$ cat src/rtl/tmr_pkg.sv
`timescale 1ns/1ps
package tmr_pkg;
   localparam int REG_W     = 16;
   localparam int SCALE_W   = 4;
   localparam int SCALE_LSB = 0;
   localparam int MODE_LSB  = 6;   // comparator i mode at MODE_LSB + 2*i
   localparam int FLAG_LSB  = 13;  // comparator i flag at FLAG_LSB + i
   localparam int RUN_BIT   = 15;
   localparam logic [1:0] MODE_IRQ = 2'b11;
   localparam logic [REG_W-1:0] RSVD_MASK = 16'h1C30;

   typedef enum logic [1:0] {
      A_SETUP = 2'd0,
      A_COUNT = 2'd1,
      A_CMPA  = 2'd2,
      A_CMPB  = 2'd3
   } tmr_addr_e;
endpackage

$ cat src/rtl/tmr_prescaler.sv
`timescale 1ns/1ps
module tmr_prescaler #(
   parameter int MAX_SCALE = 8,
   parameter int SCALE_W   = 4
) (
   input  logic               clk,
   input  logic               rst_n,
   input  logic               run,
   input  logic               ref_tick,
   input  logic [SCALE_W-1:0] scale,
   output logic               step
);
   initial begin
      if (MAX_SCALE < 0 || MAX_SCALE > (1 << SCALE_W) - 1)
         $fatal(1, "tmr_prescaler: MAX_SCALE out of range");
   end

   generate
      if (MAX_SCALE == 0) begin : g_direct
         assign step = run & ref_tick;
      end else begin : g_div
         localparam int PW = MAX_SCALE;
         logic [PW-1:0] pre_q;
         logic [PW:0]   span;
         logic [PW-1:0] last;
         logic          wrap;

         assign span = (PW+1)'(1) << scale;
         assign last = PW'(span - 1'b1);
         assign wrap = (pre_q == last);
         assign step = run & ref_tick & wrap;

         always_ff @(posedge clk) begin
            if (!rst_n)          pre_q <= '0;
            else if (!run)       pre_q <= '0;
            else if (ref_tick)   pre_q <= wrap ? '0 : pre_q + 1'b1;
         end

         AST_PRE_BOUND: assert property (@(posedge clk) disable iff (!rst_n)
            run |-> pre_q <= last);
         AST_PRE_RESTART: assert property (@(posedge clk) disable iff (!rst_n)
            $rose(run) |-> pre_q == '0);
      end
   endgenerate
endmodule

$ cat src/rtl/tmr_counter.sv
`timescale 1ns/1ps
module tmr_counter #(
   parameter int CNT_W = 16
) (
   input  logic             clk,
   input  logic             rst_n,
   input  logic             load,
   input  logic [CNT_W-1:0] load_val,
   input  logic             step,
   output logic [CNT_W-1:0] count,
   output logic             adv,
   output logic [CNT_W-1:0] adv_val
);
   assign adv     = step & ~load;
   assign adv_val = count + 1'b1;

   always_ff @(posedge clk) begin
      if (!rst_n)    count <= '0;
      else if (load) count <= load_val;
      else if (adv)  count <= adv_val;
   end

   AST_HOLD_IDLE: assert property (@(posedge clk) disable iff (!rst_n)
      !load && !step |=> $stable(count));
   AST_WRAP_ZERO: assert property (@(posedge clk) disable iff (!rst_n)
      step && !load && (&count) |=> count == '0);
   AST_LOAD_WINS: assert property (@(posedge clk) disable iff (!rst_n)
      load |=> count == $past(load_val));
endmodule

$ cat src/rtl/tmr_compare.sv
`timescale 1ns/1ps
module tmr_compare #(
   parameter int CNT_W = 16
) (
   input  logic             clk,
   input  logic             rst_n,
   input  logic             wr,
   input  logic [CNT_W-1:0] wdata,
   input  logic             adv,
   input  logic [CNT_W-1:0] adv_val,
   input  logic             clr,
   output logic [CNT_W-1:0] cmp_val,
   output logic             flag
);
   logic hit;
   assign hit = adv & (adv_val == cmp_val);

   always_ff @(posedge clk) begin
      if (!rst_n) begin
         cmp_val <= '0;
         flag    <= 1'b0;
      end else begin
         if (wr) cmp_val <= wdata;
         flag <= hit | (flag & ~clr);
      end
   end

   AST_FLAG_ON_HIT: assert property (@(posedge clk) disable iff (!rst_n)
      adv && adv_val == cmp_val |=> flag);
   AST_FLAG_STICKY: assert property (@(posedge clk) disable iff (!rst_n)
      flag && !clr |=> flag);
   AST_FLAG_CAUSE: assert property (@(posedge clk) disable iff (!rst_n)
      !flag && !adv |=> !flag);
endmodule

$ cat src/rtl/cmp_event_timer.sv
`timescale 1ns/1ps
module cmp_event_timer
   import tmr_pkg::*;
#(
   parameter int CNT_W     = 16,
   parameter int MAX_SCALE = 8
) (
   input  logic             clk,
   input  logic             rst_n,
   input  logic             ref_tick,
   input  logic [1:0]       reg_addr,
   input  logic [REG_W-1:0] reg_wdata,
   input  logic             reg_wen,
   output logic [REG_W-1:0] reg_rdata,
   output logic             irq
);
   localparam int NUM_CMP = 2;

   initial begin
      if (CNT_W < 2 || CNT_W > REG_W)
         $fatal(1, "cmp_event_timer: CNT_W out of range");
      if (MAX_SCALE < 0 || MAX_SCALE > (1 << SCALE_W) - 1)
         $fatal(1, "cmp_event_timer: MAX_SCALE out of range");
   end

   logic               run_q;
   logic [SCALE_W-1:0] scale_q;
   logic [SCALE_W-1:0] scale_in;
   logic [1:0]         mode_q [NUM_CMP];
   logic [NUM_CMP-1:0] flag;
   logic [NUM_CMP-1:0] irq_src;
   logic [CNT_W-1:0]   cmp_val [NUM_CMP];
   logic               wr_setup, wr_count;
   logic               step, adv;
   logic [CNT_W-1:0]   count, adv_val;
   logic [REG_W-1:0]   setup_rd;

   assign wr_setup = reg_wen && (reg_addr == A_SETUP);
   assign wr_count = reg_wen && (reg_addr == A_COUNT);
   assign scale_in = (reg_wdata[SCALE_LSB +: SCALE_W] > SCALE_W'(MAX_SCALE))
                   ? SCALE_W'(MAX_SCALE) : reg_wdata[SCALE_LSB +: SCALE_W];

   // Setup word: enable always writable, config only while stopped
   always_ff @(posedge clk) begin
      if (!rst_n) begin
         run_q   <= 1'b0;
         scale_q <= '0;
         for (int i = 0; i < NUM_CMP; i++) mode_q[i] <= 2'b00;
      end else if (wr_setup) begin
         run_q <= reg_wdata[RUN_BIT];
         if (!run_q) begin
            scale_q <= scale_in;
            for (int i = 0; i < NUM_CMP; i++)
               mode_q[i] <= reg_wdata[MODE_LSB + 2*i +: 2];
         end
      end
   end

   tmr_prescaler #(.MAX_SCALE(MAX_SCALE), .SCALE_W(SCALE_W)) u_pre (
      .clk(clk), .rst_n(rst_n), .run(run_q), .ref_tick(ref_tick),
      .scale(scale_q), .step(step)
   );

   tmr_counter #(.CNT_W(CNT_W)) u_cnt (
      .clk(clk), .rst_n(rst_n), .load(wr_count),
      .load_val(reg_wdata[CNT_W-1:0]), .step(step),
      .count(count), .adv(adv), .adv_val(adv_val)
   );

   generate
      for (genvar g = 0; g < NUM_CMP; g++) begin : g_cmp
         logic cmp_wr, cmp_clr;
         assign cmp_wr  = reg_wen && (reg_addr == 2'(2 + g));
         assign cmp_clr = wr_setup && reg_wdata[FLAG_LSB + g];
         tmr_compare #(.CNT_W(CNT_W)) u_cmp (
            .clk(clk), .rst_n(rst_n), .wr(cmp_wr),
            .wdata(reg_wdata[CNT_W-1:0]), .adv(adv), .adv_val(adv_val),
            .clr(cmp_clr), .cmp_val(cmp_val[g]), .flag(flag[g])
         );
         assign irq_src[g] = flag[g] && (mode_q[g] == MODE_IRQ);
      end
   endgenerate

   assign irq = |irq_src;

   always_comb begin
      setup_rd = '0;
      setup_rd[SCALE_LSB +: SCALE_W] = scale_q;
      for (int i = 0; i < NUM_CMP; i++) begin
         setup_rd[MODE_LSB + 2*i +: 2] = mode_q[i];
         setup_rd[FLAG_LSB + i]        = flag[i];
      end
      setup_rd[RUN_BIT] = run_q;
   end

   always_comb begin
      case (reg_addr)
         A_SETUP: reg_rdata = setup_rd;
         A_COUNT: reg_rdata = REG_W'(count);
         A_CMPA:  reg_rdata = REG_W'(cmp_val[0]);
         default: reg_rdata = REG_W'(cmp_val[1]);
      endcase
   end

   AST_IRQ_NEEDS_FLAG: assert property (@(posedge clk) disable iff (!rst_n)
      irq |-> (|flag));
   AST_CFG_LOCKED: assert property (@(posedge clk) disable iff (!rst_n)
      run_q && wr_setup |=> $stable(scale_q));
   AST_SCALE_CAP: assert property (@(posedge clk) disable iff (!rst_n)
      scale_q <= SCALE_W'(MAX_SCALE));
   AST_RSVD_ZERO: assert property (@(posedge clk) disable iff (!rst_n)
      reg_addr == A_SETUP |-> (reg_rdata & RSVD_MASK) == '0);
endmodule

$ cat config.mk
export PLATFORM = sky130hd
export DESIGN_NAME = cmp_event_timer
export DESIGN_NICKNAME = d
export VERILOG_FILES = /design/src/rtl/tmr_pkg.sv /design/src/rtl/tmr_prescaler.sv /design/src/rtl/tmr_counter.sv /design/src/rtl/tmr_compare.sv /design/src/rtl/cmp_event_timer.sv
export SDC_FILE = /design/constraint.sdc
export NUM_CORES = 1
export LEC_CHECK = 0
export BUFFER_PORTS_ARGS = -buffer_cell sky130_fd_sc_hd__buf_2
export CAP_MARGIN = 5
export CORE_MARGIN = 5
export CORE_UTILIZATION = 54
export CTS_BUF_LIST = sky130_fd_sc_hd__clkbuf_4
export DETAILED_ROUTE_END_ITERATION = 6
export HOLD_SLACK_MARGIN = 0.12
export PLACE_DENSITY = 0.76
export SYNTH_ARGS = -nofsm -noshare
export SYNTH_HDL_FRONTEND = slang
export SYNTH_SLANG_ARGS = --single-unit
$ cat constraint.sdc
create_clock -name clk -period 2.6 [get_ports clk]
set_input_delay 0.26 -clock clk [delete_from_list [all_inputs] [get_ports clk]]
set_output_delay 0.26 -clock clk [all_outputs]
set_load 0.02 [all_outputs]
# After elaboration in Yosys (flattened, before gate mapping)
# Memories as Yosys holds them, arrays and structs flattened.
# Index checks and enable logic that the tools add are counted.
# W data, S select, Z words.
[word_totals]
wordCells = 62
register_bits = 63
in_bits = 22
ram_bits = 4
n_memories = 1
[memory_table]
columns = ["memory", "words", "word_bits", "rd", "rd_ports_with_merged_regs", "wr", "line", "source"]
rows = [
  ["mode_q", 2, 2, 2, 0, 2, "cmp_event_timer.sv:29", "logic [1:0] mode_q [NUM_CMP];"],
]
[op_classes]
order_cmp = 1
n_shift = 1
bitwise = 15
reduce_logical = 13
mux = 12
n_eq_ne = 8
add_sub_neg = 3
[op_table]
columns = ["cell", "n"]
rows = [
  ["$pmux W16 S3", 1],
  ["$eq A16 B16 Y1", 2],
  ["$mux W16", 2],
  ["$add A16 B1 Y16 const B", 1],
  ["$add A8 B1 Y8 const B", 1],
  ["$eq A2 B2 Y1 const B", 4],
  ["$eq A8 B8 Y1", 1],
  ["$logic_and A1 B1 Y1", 8],
  ["$mux W8", 1],
  ["$shl A1 B4 Y8 const A", 1],
  ["$sub A8 B1 Y8 const B", 1],
  ["$and A1 B1 Y1", 7],
  ["$mux W1", 5],
  ["$gt A4 B4 Y1 const B", 1],
  ["$mux W2", 2],
  ["$mux W4", 1],
  ["$not A1 Y1", 4],
  ["$or A1 B1 Y1", 4],
  ["$reduce_and A2 Y1", 2],
  ["$eq A2 B1 Y1 const B", 1],
  ["$logic_not A2 Y1", 1],
  ["$reduce_bool A2 Y1", 1],
  ["$reduce_or A2 Y1", 1],
]

# Longest topological paths before layout
# Gate-level depths: netlist (run 1).
[depth]
depth_word = 7
ltp_mapped = 14
ltp_nobuf = 10

# Modules after synthesis
# A second synthesis (run 1) with hierarchy kept.
[unflattened]
cells_unflattened = 419
area_unflattened_um2 = 4081.4
[modules_own_cells]
columns = ["module", "cells_per_inst", "area_each_um2", "seq_area_each_um2", "n_inst"]
rows = [
  ["tmr_compare", 76, 809.5, 340.3, 2],
  ["tmr_counter", 132, 1054.8, 320.3, 1],
  ["cmp_event_timer", 67, 830.8, 220.2, 1],
  ["tmr_prescaler", 68, 576.8, 160.2, 1],
]

# Worst setup path after synthesis (run 1)
# OpenSTA, ideal clock, no wires.
[synth_timing]
path_kind = "register -> register"
start = "register scale_q[2]"
end = "register u_cnt.count[9]"
slack_ps = -144
period_less_slack_ps = 2744
stages_incl_launch_ff = 14
arrival_time_ps = 2670
path_cell_list = "dfxtp_1 -> buf_2 -> nor2_1 -> nand2_1 -> ha_1 -> buf_2 -> or3_1 -> a21oi_2 -> o21a_1 -> o2111a_2 -> nand4_1 -> buf_2 -> or3_1 -> a31oi_1"
[synth_via]
elab_chain_len = 6
[synth_rtl]
columns = ["item", "line", "source"]
rows = [
  ["from (decl)", "cmp_event_timer.sv:27", "logic [SCALE_W-1:0] scale_q;"],
  ["from (signal assigned)", "cmp_event_timer.sv:52", "scale_q <= scale_in;"],
  ["$shl A1 B4 Y8", "tmr_prescaler.sv:28", "assign span = (PW+1)'(1) << scale;"],
  ["$sub A8 B1 Y8", "tmr_prescaler.sv:29", "assign last = PW'(span - 1'b1);"],
  ["$eq A8 B8 Y1", "tmr_prescaler.sv:30", "assign wrap = (pre_q == last);"],
  ["$and A1 B1 Y1", "tmr_prescaler.sv:31", "assign step = run & ref_tick & wrap;"],
  ["$and A1 B1 Y1", "tmr_counter.sv:14", "assign adv = step & ~load;"],
  ["$reduce_bool A2 Y1 (no line)", "-", ""],
  ["to (signal assigned)", "tmr_counter.sv:19", "else if (load) count <= load_val;"],
  ["to (signal assigned)", "tmr_counter.sv:20", "else if (adv) count <= adv_val;"],
  ["to (decl)", "tmr_counter.sv:10", "output logic [CNT_W-1:0] count,"],
]
# No other way between the ends.
# A chain may end at the register's enable or synchronous reset.

# Worst setup path in the final report (run 1)
[layout_timing]
start = "register scale_q[1]"
end = "register u_cnt.count[6]"
# Same word-level chain as after synthesis.

==> run_results.csv, run 1 <==
group,metric,value,unit
worst_hold_path,worstHoldPathType,"input pin to flop",
clock_tree,cts_tree,"built",
status,violations,"setup timing",
cells_and_area,syn_to_final_growth,19.3,%
placed_design,pre_cts_ws,0.00971,ns
pwr,ir_worst_vdd,0.267,mV
synth,syn_nets,562,
timing,fin_crit_sh,102,%
synth,synth.most_common_cell,"nand2_1",
cells_and_area,layout.nets,630,
global_routing,track_usage,27.1,%
floorplan,row_count,32,
synth,ys.flop_type,"dfxtp_1",
route,postRouteAntennaNets,0,
floorplan,io_pins,39,
synth,synth-seq-area-share,31.8,%
pwr,p_leak,1.95,nW
floorplan,dieWidth,99.7,µm
floorplan,initial_core_util,56.0,%
synth,ys_types,58,
route,num_vias,4385,
clock_tree,path_clk_slew,0.11,ns
setup_path,cpPeakStageDelay,0.44,ns
synth,synth_area,4350,µm²
floorplan,die_h,99.7,µm
cells_and_area,fin_util,66.8,%
clock_tree,clock-sinks,67,
clock_tree,clockRootBuffer,"clkbuf_4",
setup_path,crit_fanout,5,
setup_path,cp_cell_sequence,"nand3b_1, ha_2, xnor2_1, a211o_1, a31oi_1, o2111a_2, nand4_1, buf_6, buf_12, or4_4, a31oi_1",
placed_design,port_buffers,38,
setup_path,cp-end-kind,"flop",
timing,max-slew-margin-rel,57.5,%
pwr,switching_share,30.3,%
pwr,p_int,0.00149,W
synth,synth_edf_count,4,
setup_path,worst_setup_path_start_kind,"flop",
timing,rsz0062_at_grt,"yes",
placed_design,hpwlAfterDp,9390,µm
timing,finClkSkew,0.00907,ns
setup_path,reg2reg_slack,-0.05,ns
synth,synth_common_cells,"98 x nand2_1, 63 x dfxtp_1, 39 x o21ai_0",
clock_tree,htreeDepth,3,
route,drt-wirelength-per-cell,18.8,µm
synth,synth_top_area_share,29.0,%
cells_and_area,drive_gt1_share,21.8,%
placed_design,gp_congestion,0.989,
route,drc,0,
placed_design,placed_cell_area,4800,µm²
synth,syn_inst,537,
pwr,pwr-share-clk,27.3,%
timing,worst_slack,-0.0474,ns
pwr,p_sw,0.000647,W
setup_path,reg2reg_depth,11,
timing,finalHoldViolCount,0,
setup_path,r2r_start,"scale_q[1]",
worst_hold_path,hold_depth,3,
route,viasPerCell,6.16,
clock_tree,numCtsBuffers,9,
route,drt_pass1_iterations,5,
setup_path,critPathRequiredTime,2.94,ns
route,drtIter0Drc,391,
synth,synthArstFlopShare,0,%
timing,worst_pin_slew,0.636,ns
setup_path,path_class,"flop to flop",
global_routing,grt_antenna_before_repair,0,
run,cap_violations,0,
timing,period_minus_slack,2.65,ns
synth,netlist_top_cells_area,"dfxtp_1 29%, nand2_1 8.5%, a21boi_0 6.0%",
floorplan,coreArea,7770,µm²
timing,clock.fmax,0.378,GHz
cells_and_area,antennaDiodeCount,0,
pwr,p_per_area,412,nW/µm²
setup_path,path_common_cell,"a31oi_1",
clock_tree,clockBufferDepth,2,
floorplan,dieArea,9950,µm²
synth,synth_seq_cells,67,
pwr,p_seq_share,52.3,%
setup_path,crit_slowest_cell,"dfxtp_1",
synth,synth_largest_area_cell,"dfxtp_1",
global_routing,grt_overflow_total,0,
synth,synth.avg_cell_area,8.10,µm²
route,routed_wirelength,13400,µm
cells_and_area,final_cell_area,5190,µm²
pwr,p_comb_share,20.4,%
worst_hold_path,hold_end,"g_cmp[1].u_cmp.cmp_val[13]",
global_routing,grt_pass1_wl,21500,µm
synth,yosysWarnings,0,
setup_path,r2r-end,"u_cnt.count[6]",
global_routing,grt_max_degree,30,
clock_tree,clock_latency,0.41,ns
pwr,fin_total_pwr,0.00214,W
timing,setup_violations,2,
status,status,"complete, but fails checks",
setup_path,crit_arrival,2.99,ns
global_routing,grt_pass1_vias,4310,
timing,slew_violations,0,
worst_hold_path,hold_path.startpoint,"reg_wdata[13]",
-- flip-flops by register name, indices dropped and copies added, names as in the netlist --
register and count:
g_cmp.u_cmp.cmp_val 32, u_cnt.count 16, u_pre.g_div.pre_q 8, mode_q 4, scale_q 4, g_cmp.u_cmp.flag 2
run_q 1
-- through the flow --
step / instances / hold WS [ns] / TNS (ns)
floorplan: 537 / 0.369 / -0.112
global placement: 676 / 0.478 / 0
detailed placement: 676 / 0.483 / 0
CTS: 707 / 0.122 / -0.00845
global route: 712 / 0.132 / -0.303
finish: 712 / 0.149 / -0.0718
-- how the worst max path moves through the flow --
stage,from,end,slack [ns],cells after the start
after detailed placement,scale_q[3],u_cnt.count[6],0.01,11
final,scale_q[1],u_cnt.count[6],-0.05,11
after CTS,scale_q[3],u_cnt.count[6],-0.008,11
after floorplan,scale_q[3],u_cnt.count[7],-0.01,13
after global routing,scale_q[2],u_cnt.count[6],-0.1,12
after global placement,scale_q[3],u_cnt.count[6],0.08,11
-- power by group through the flow --
stage	registers, W	clock network [W]	logic [W]
after floorplan	0.00112	0	0.000277
after global placement	0.00114	0	0.000392
after detailed placement	0.00114	0	0.000399
after CTS	0.00112	0.000600	0.000418
after global routing	0.00112	0.000649	0.000470
final	0.00112	0.000583	0.000435
-- final cells by class --
| cell class | count | area [µm²] |
|---|---|---|
| multi-input cells | 420 | 2800 |
| fillers | 692 | 2580 |
| flip-flops and latches | 67 | 1390 |
| repair buffers | 98 | 729 |
| well taps | 102 | 128 |
| clock buffers | 12 | 90.1 |
| inverters | 9 | 33.8 |
| clock inverters | 4 | 18.8 |
-- critical path, delay by kind of cell, from the launching register on --
| kind | cells | cell delay (ns) |
|---|---|---|
| and+or+nand+nor | 3 | 0.67 |
| AOI/OAI and AO/OA | 4 | 0.77 |
| buffers and inverters | 2 | 0.30 |
| xor gates and xnor gates | 1 | 0.12 |
| DFF | 1 | 0.44 |
| adders and majority gates | 1 | 0.28 |
-- per-layer routing --
metal | GRT usage [%] | wire, µm
met3 | 5.40 | 1140
met5 | 0 | 0
met4 | 10.7 | 418
met2 | 44.7 | 6410
met1 | 34.8 | 5430
-- kinds of logic (layout without fill, tap and decap cells) --
logic type      count (synthesis)  count (layout)  synth area share (%)
simple gates                  207             207                  22.7
fa+ha+maj                       3               3                 0.863
buf+inv                        50             123                  5.04
xor+xnor                       55              55                  11.1
flops                          67              67                  31.8
mux                            17              17                  7.19
compound gates                138             138                  21.4
-- what timing repair did --
item / CTS / global route
endpoints found under the hold margin: 28 / 0
endpoints found under the setup margin: 1 / 17
buffers inserted: 0 / 3
pin swaps: 0 / 20
gates cloned: 0 / 2
hold buffers: 15 / 0
gates resized for setup: 0 / 16
-- placed cells by master, fill, tap and decap left out, drive strengths merged, types with 16 or more instances in the layout --
cell type and n:
xor2 25, buf 81, o21ai 39, a21boi 35, xnor2 30, nand2 98
a21oi 16, dfxtp 63, nand3 21, nor2 23
Note: power is estimated with default switching activity, not from simulation.
==> run 2: changes to the inputs <==
--- a/config.mk
+++ b/config.mk
@@ -13,6 +13,7 @@
 export DETAILED_ROUTE_END_ITERATION = 6
 export HOLD_SLACK_MARGIN = 0.12
 export PLACE_DENSITY = 0.76
+export RECOVER_POWER = 100
 export SYNTH_ARGS = -nofsm -noshare
 export SYNTH_HDL_FRONTEND = slang
 export SYNTH_SLANG_ARGS = --single-unit
==> run_results.csv, run 2 (synthesis results as in run 1) <==
group,metric,value,unit
status,status,"complete, but fails checks",
status,violations,"setup timing",
cells_and_area,antennaDiodeCount,0,
clock_tree,path_clk_slew,0.11,ns
cells_and_area,largest_reg_flops,32,
setup_path,path_common_cell,"a31oi_1",
route,postRouteAntennaNets,0,
global_routing,use_met3,5.40,%
global_routing,grt_pass1_vias,4310,
timing,worst_slack,-0.0333,ns
cells_and_area,fillCellCount,696,
setup_path,cp-end-kind,"flop",
setup_path,worst_setup_path_start_kind,"flop",
pwr,p_leak,1.88,nW
timing,finClkSkew,0.0106,ns
floorplan,dieWidth,99.7,µm
timing,clock.fmax,0.380,GHz
global_routing,busiest_layer,"met2",
setup_path,critPathRequiredTime,2.95,ns
clock_tree,clockRootBuffer,"clkbuf_4",
floorplan,coreArea,7770,µm²
floorplan,die_h,99.7,µm
floorplan,dieArea,9950,µm²
floorplan,initial_core_util,56.0,%
setup_path,path_class,"flop to flop",
cells_and_area,top_register,"g_cmp.u_cmp.cmp_val",
route,viasPerCell,6.14,
timing,period_minus_slack,2.63,ns
setup_path,cpPeakStageDelay,0.43,ns
global_routing,grt_pass1_wl,21500,µm
timing,rsz0062_at_grt,"yes",
pwr,p_per_area,413,nW/µm²
placed_design,port_buffers,38,
setup_path,r2r_start,"scale_q[1]",
run,cap_violations,0,
cells_and_area,fin_cells,712,
floorplan,row_count,32,
global_routing,grtUsageMet2,44.7,%
clock_tree,htreeDepth,3,
route,drc,0,
cells_and_area,multi_input_area,2800,µm²
worst_hold_path,worstHoldPathType,"input pin to flop",
clock_tree,clock_latency,0.41,ns
placed_design,dp.cells,676,
placed_design,hpwlAfterDp,9390,µm
pwr,ir_worst_vdd,0.268,mV
route,num_vias,4369,
clock_tree,numCtsBuffers,9,
global_routing,use_met1,34.8,%
pwr,fin_total_pwr,0.00213,W
global_routing,grt_max_degree,30,
clock_tree,clockBufferDepth,2,
setup_path,crit_fanout,5,
global_routing,track_usage,27.1,%
timing,fin_crit_sh,101,%
timing,finalHoldViolCount,0,
cells_and_area,reg_top3,"g_cmp.u_cmp.cmp_val x32, u_cnt.count x16, u_pre.g_div.pre_q x8",
setup_path,crit_slowest_cell,"dfxtp_1",
timing,max-slew-margin-rel,10.8,%
cells_and_area,ff_latch_area,1390,µm²
placed_design,placed_cell_area,4800,µm²
timing,worst_pin_slew,1.34,ns
cells_and_area,drive_gt1_share,19.2,%
clock_tree,cts_tree,"built",
worst_hold_path,hold_path.startpoint,"reg_wdata[13]",
cells_and_area,syn_to_final_growth,18.7,%
setup_path,cp_cell_sequence,"nand3b_1, ha_2, xnor2_1, a211o_1, a31oi_1, o2111a_2, nand4_1, buf_6, buf_12, or4_4, a31oi_1",
cells_and_area,layout.nets,630,
route,drtIter0Drc,380,
setup_path,crit_arrival,2.98,ns
global_routing,grt_overflow_total,0,
timing,slew_violations,0,
cells_and_area,layout_commonest_cell,"nand2_1",
placed_design,gp_congestion,0.989,
global_routing,grt_antenna_before_repair,0,
clock_tree,clock-sinks,67,
floorplan,io_pins,39,
cells_and_area,final_cell_area,5160,µm²
route,drt-wirelength-per-cell,18.8,µm
route,routed_wirelength,13400,µm
setup_path,crit_start,"scale_q[1]",
timing,setup_violations,2,
cells_and_area,final_cell_mix,"97 x nand2_1, 60 x dfxtp_1, 38 x buf_4",
route,drt_pass1_iterations,5,
[run 2: cell types whose count changed in the layout (fill, tap and decap cells not counted), sizes merged]
cell    change
buf        -21
clkbuf     +21
[run 2: what timing repair did]
item	in CTS	in global routing
cloned	0	2
setup buffers	0	3
setup endpoints to repair	1	17
resized for setup	0	16
pin swaps	0	20
hold endpoints to repair	28	0
hold buffers	15	0
[run 2: path summary, 6_finish.rpt]
kind / end / slack (ns) / depth (start not counted)
worst min-delay path: g_cmp[1].u_cmp.cmp_val[13] / 0.15 / 3
worst max-delay path: u_cnt.count[6] / -0.03 / 11
worst max register to register: u_cnt.count[6] / -0.03 / 11
worst min register to register: g_cmp[1].u_cmp.cmp_val[4] / 0.49 / 2
[run 2: stage by stage]
stage / hold slack (ns) / util (%) / worst slack [ns] / TNS, ns
final: 0.149 / 66.5 / -0.0333 / -0.0384
after detailed placement: 0.483 / 61.9 / 0.00971 / 0
after floorplan: 0.369 / - / -0.0147 / -0.112
after global placement: 0.478 / 61.9 / 0.0813 / 0
after CTS: 0.122 / 65.2 / -0.00845 / -0.00845
after global routing: 0.132 / 66.5 / -0.0971 / -0.303
[run 2: metal layers]
metal,wire [µm],up-vias
met5,0,-
met4,459,0
met3,1120,39
met2,6390,214
met1,5400,2066
li1,-,2050
[run 2: power by group]
group	internal (W)	total (W)	switching, W	leakage (nW)
clock network	0.000222	0.000582	0.000360	0.0685
registers	0.00107	0.00112	0.0000457	0.555
logic	0.000191	0.000432	0.000241	1.26
[run 2: cell type report]
| class | count | share of cell area, % |
|---|---|---|
| inverter | 9 | 0.654 |
| sequential | 67 | 26.8 |
| clock inverter | 4 | 0.364 |
| tap | 102 | 2.47 |
| multi-input combinational | 420 | 54.3 |
| clock buffer | 12 | 1.75 |
| timing repair buffer | 98 | 13.6 |
[run 2: worst max-delay path, delay by kind of cell (launching register included)]
kind                     cells  cell delay, ns
AO/OA/AOI/OAI                4            0.76
AND/OR/NAND/NOR              3            0.67
flip-flops                   1            0.43
buffers and inverters        2            0.30
adder cells (fa/ha/maj)      1            0.28
XOR/XNOR                     1            0.13
==> run 3: changes to the inputs <==
--- a/config.mk
+++ b/config.mk
@@ -8,11 +8,10 @@
 export BUFFER_PORTS_ARGS = -buffer_cell sky130_fd_sc_hd__buf_2
 export CAP_MARGIN = 5
 export CORE_MARGIN = 5
-export CORE_UTILIZATION = 54
+export CORE_UTILIZATION = 28
 export CTS_BUF_LIST = sky130_fd_sc_hd__clkbuf_4
 export DETAILED_ROUTE_END_ITERATION = 6
 export HOLD_SLACK_MARGIN = 0.12
-export PLACE_DENSITY = 0.76
 export RECOVER_POWER = 100
 export SYNTH_ARGS = -nofsm -noshare
 export SYNTH_HDL_FRONTEND = slang
==> run_results.csv, run 3 (synthesis results as in run 1) <==
group,metric,value,unit
route,drc,0,
run,cap_violations,0,
timing,worst_slack,-0.0323,ns
worst_hold_path,worstHoldPathType,"input pin to flop",
cells_and_area,antennaDiodeCount,0,
global_routing,grt_overflow_total,0,
setup_path,cp-end-kind,"flop",
clock_tree,cts_tree,"built",
clock_tree,clockRootBuffer,"clkbuf_4",
floorplan,row_count,45,
route,routed_wirelength,14000,µm
clock_tree,numCtsBuffers,9,
setup_path,path_class,"flop to flop",
floorplan,coreArea,15200,µm²
cells_and_area,layout_commonest_cell,"nand2_1",
global_routing,grt_max_degree,55,
placed_design,port_buffers,38,
setup_path,cpLargestDelayFamily,"simple AND/OR/NAND/NOR gates",
setup_path,worst-path-buf-inv,2,
cells_and_area,syn_to_final_growth,22.0,%
cells_and_area,final_cell_mix,"97 x nand2_1, 58 x dfxtp_1, 45 x buf_4",
setup_path,worst_setup_path_start_kind,"flop",
route,num_vias,4296,
placed_design,placed_cell_area,4970,µm²
clock_tree,clockBufferDepth,2,
floorplan,die_h,135,µm
route,drtIter0Drc,325,
cells_and_area,fin_cells,805,
clock_tree,clock_latency,0.43,ns
placed_design,gp_congestion,0.944,
timing,clock.fmax,0.380,GHz
cells_and_area,final_cell_area,5310,µm²
clock_tree,clock-sinks,67,
pwr,p_leak,1.92,nW
timing,max-slew-margin-rel,12.7,%
setup_path,cpPeakStageDelay,0.39,ns
floorplan,io_pins,39,
setup_path,crit_fanout,5,
clock_tree,htreeDepth,3,
cells_and_area,largest_reg_flops,32,
cells_and_area,reg_top3,"g_cmp.u_cmp.cmp_val x32, u_cnt.count x16, u_pre.g_div.pre_q x8",
floorplan,dieWidth,135,µm
pwr,ir_worst_vdd,0.279,mV
route,drt-wirelength-per-cell,17.4,µm
pwr,fin_total_pwr,0.00214,W
clock_tree,path_clk_slew,0.11,ns
timing,finalHoldViolCount,0,
timing,fin_crit_sh,101,%
timing,rsz0062_at_grt,"yes",
route,drt_pass1_iterations,5,
cells_and_area,top_register,"g_cmp.u_cmp.cmp_val",
timing,period_minus_slack,2.63,ns
setup_path,crit_arrival,2.99,ns
status,status,"complete, but fails checks",
floorplan,dieArea,18100,µm²
timing,slew_violations,0,
route,postRouteAntennaNets,0,
status,violations,"setup timing",
pwr,p_per_area,403,nW/µm²
timing,setup_violations,1,
setup_path,cp_cell_sequence,"nor2_4, nand3b_1, ha_4, or3_4, a21oi_2, o21a_1, o2111a_2, nand4_1, buf_6, buf_12, or4_1, a31oi_1",
placed_design,pre_cts_ws,-0.0379,ns
global_routing,grt_antenna_before_repair,0,
global_routing,track_usage,15.6,%
placed_design,dp.cells,768,
cells_and_area,drive_gt1_share,20.1,%
global_routing,grt_pass1_wl,22400,µm
timing,finClkSkew,0.0122,ns
route,viasPerCell,5.34,
timing,worst_pin_slew,1.31,ns
setup_path,crit_slowest_cell,"or4_1",
floorplan,initial_core_util,28.6,%
setup_path,critPathRequiredTime,2.96,ns
placed_design,hpwlAfterDp,10200,µm
cells_and_area,layout.nets,638,
global_routing,grt_pass1_vias,4003,
cells_and_area,fillCellCount,1588,
run 3: cell types whose count changed in the layout (fill, tap and decap cells not counted), moves of 2 or more:
cell	previous run	this run
dfxtp_1	60	58
clkbuf_2	6	8
clkbuf_16	2	0
dfxtp_2	3	5
buf_4	38	45
clkbuf_1	15	12
run 3: final timing paths:
| kind | startpoint | end | slack [ns] | depth (start not counted) |
|---|---|---|---|---|
| max | scale_q[3] | u_cnt.count[6] | -0.03 | 12 |
| min | ref_tick | u_pre.g_div.pre_q[1] | 0.18 | 3 |
| max reg2reg | scale_q[3] | u_cnt.count[6] | -0.03 | 12 |
| min reg2reg | g_cmp[1].u_cmp.cmp_val[10] | g_cmp[1].u_cmp.cmp_val[10] | 0.50 | 2 |
run 3: per-stage QoR:
step / setup TNS, ns / hold WS (ns) / utilization (%)
floorplan: -0.112 / 0.369 / -
global placement: -0.0450 / 0.477 / 32.7
detailed placement: -0.0379 / 0.487 / 32.7
CTS: -0.0328 / 0.142 / 35.1
global route: -0.664 / 0.159 / 34.9
finish: -0.0323 / 0.179 / 34.9
run 3: cell type report:
class	count	area (µm²)	area share, %
clock buffers	11	82.6	1.56
flip-flops and latches	67	1390	26.2
inverters	9	33.8	0.637
repair buffers	106	758	14.3
clock inverters	4	18.8	0.354
multi-input cells	420	2790	52.6
well taps	188	235	4.43
run 3: worst register-to-register path, stage by stage (launching register included):
cell and delay (ns):
dfxtp_2 0.35, nor2_4 0.12, nand3b_1 0.13, ha_4 0.18, or3_4 0.33, a21oi_2 0.16, o21a_1 0.12, o2111a_2 0.22
nand4_1 0.11, buf_6 0.17, buf_12 0.13, or4_1 0.39, a31oi_1 0.17
run 3: where the power goes:
part | total (W) | internal [W] | switching, W
clock | 0.000579 | 0.000205 | 0.000374
combinational | 0.000443 | 0.000198 | 0.000245
sequential | 0.00111 | 0.00107 | 0.0000425
run 3: timing repair:
action                                  in CTS  in global routing
endpoints found under the hold margin       36                  0
gates resized for setup                      6                 11
buffers inserted                             4                  1
pin swaps                                   11                  9
hold buffers                                16                  0
endpoints found under the setup margin       2                 13
cloned                                       2                  0
run 3: layer usage:
metal  global-route usage, %  routed length [µm]  vias to the layer above  part of all wire (%)
met3                    3.87                 930                       13                   6.6
met5                       0                   0                        -                     0
li1                        -                   -                     2073                     -
met2                    24.6                6420                      133                    46
met4                    3.56                 140                        0                   1.0
met1                    21.6                6510                     2077                    46
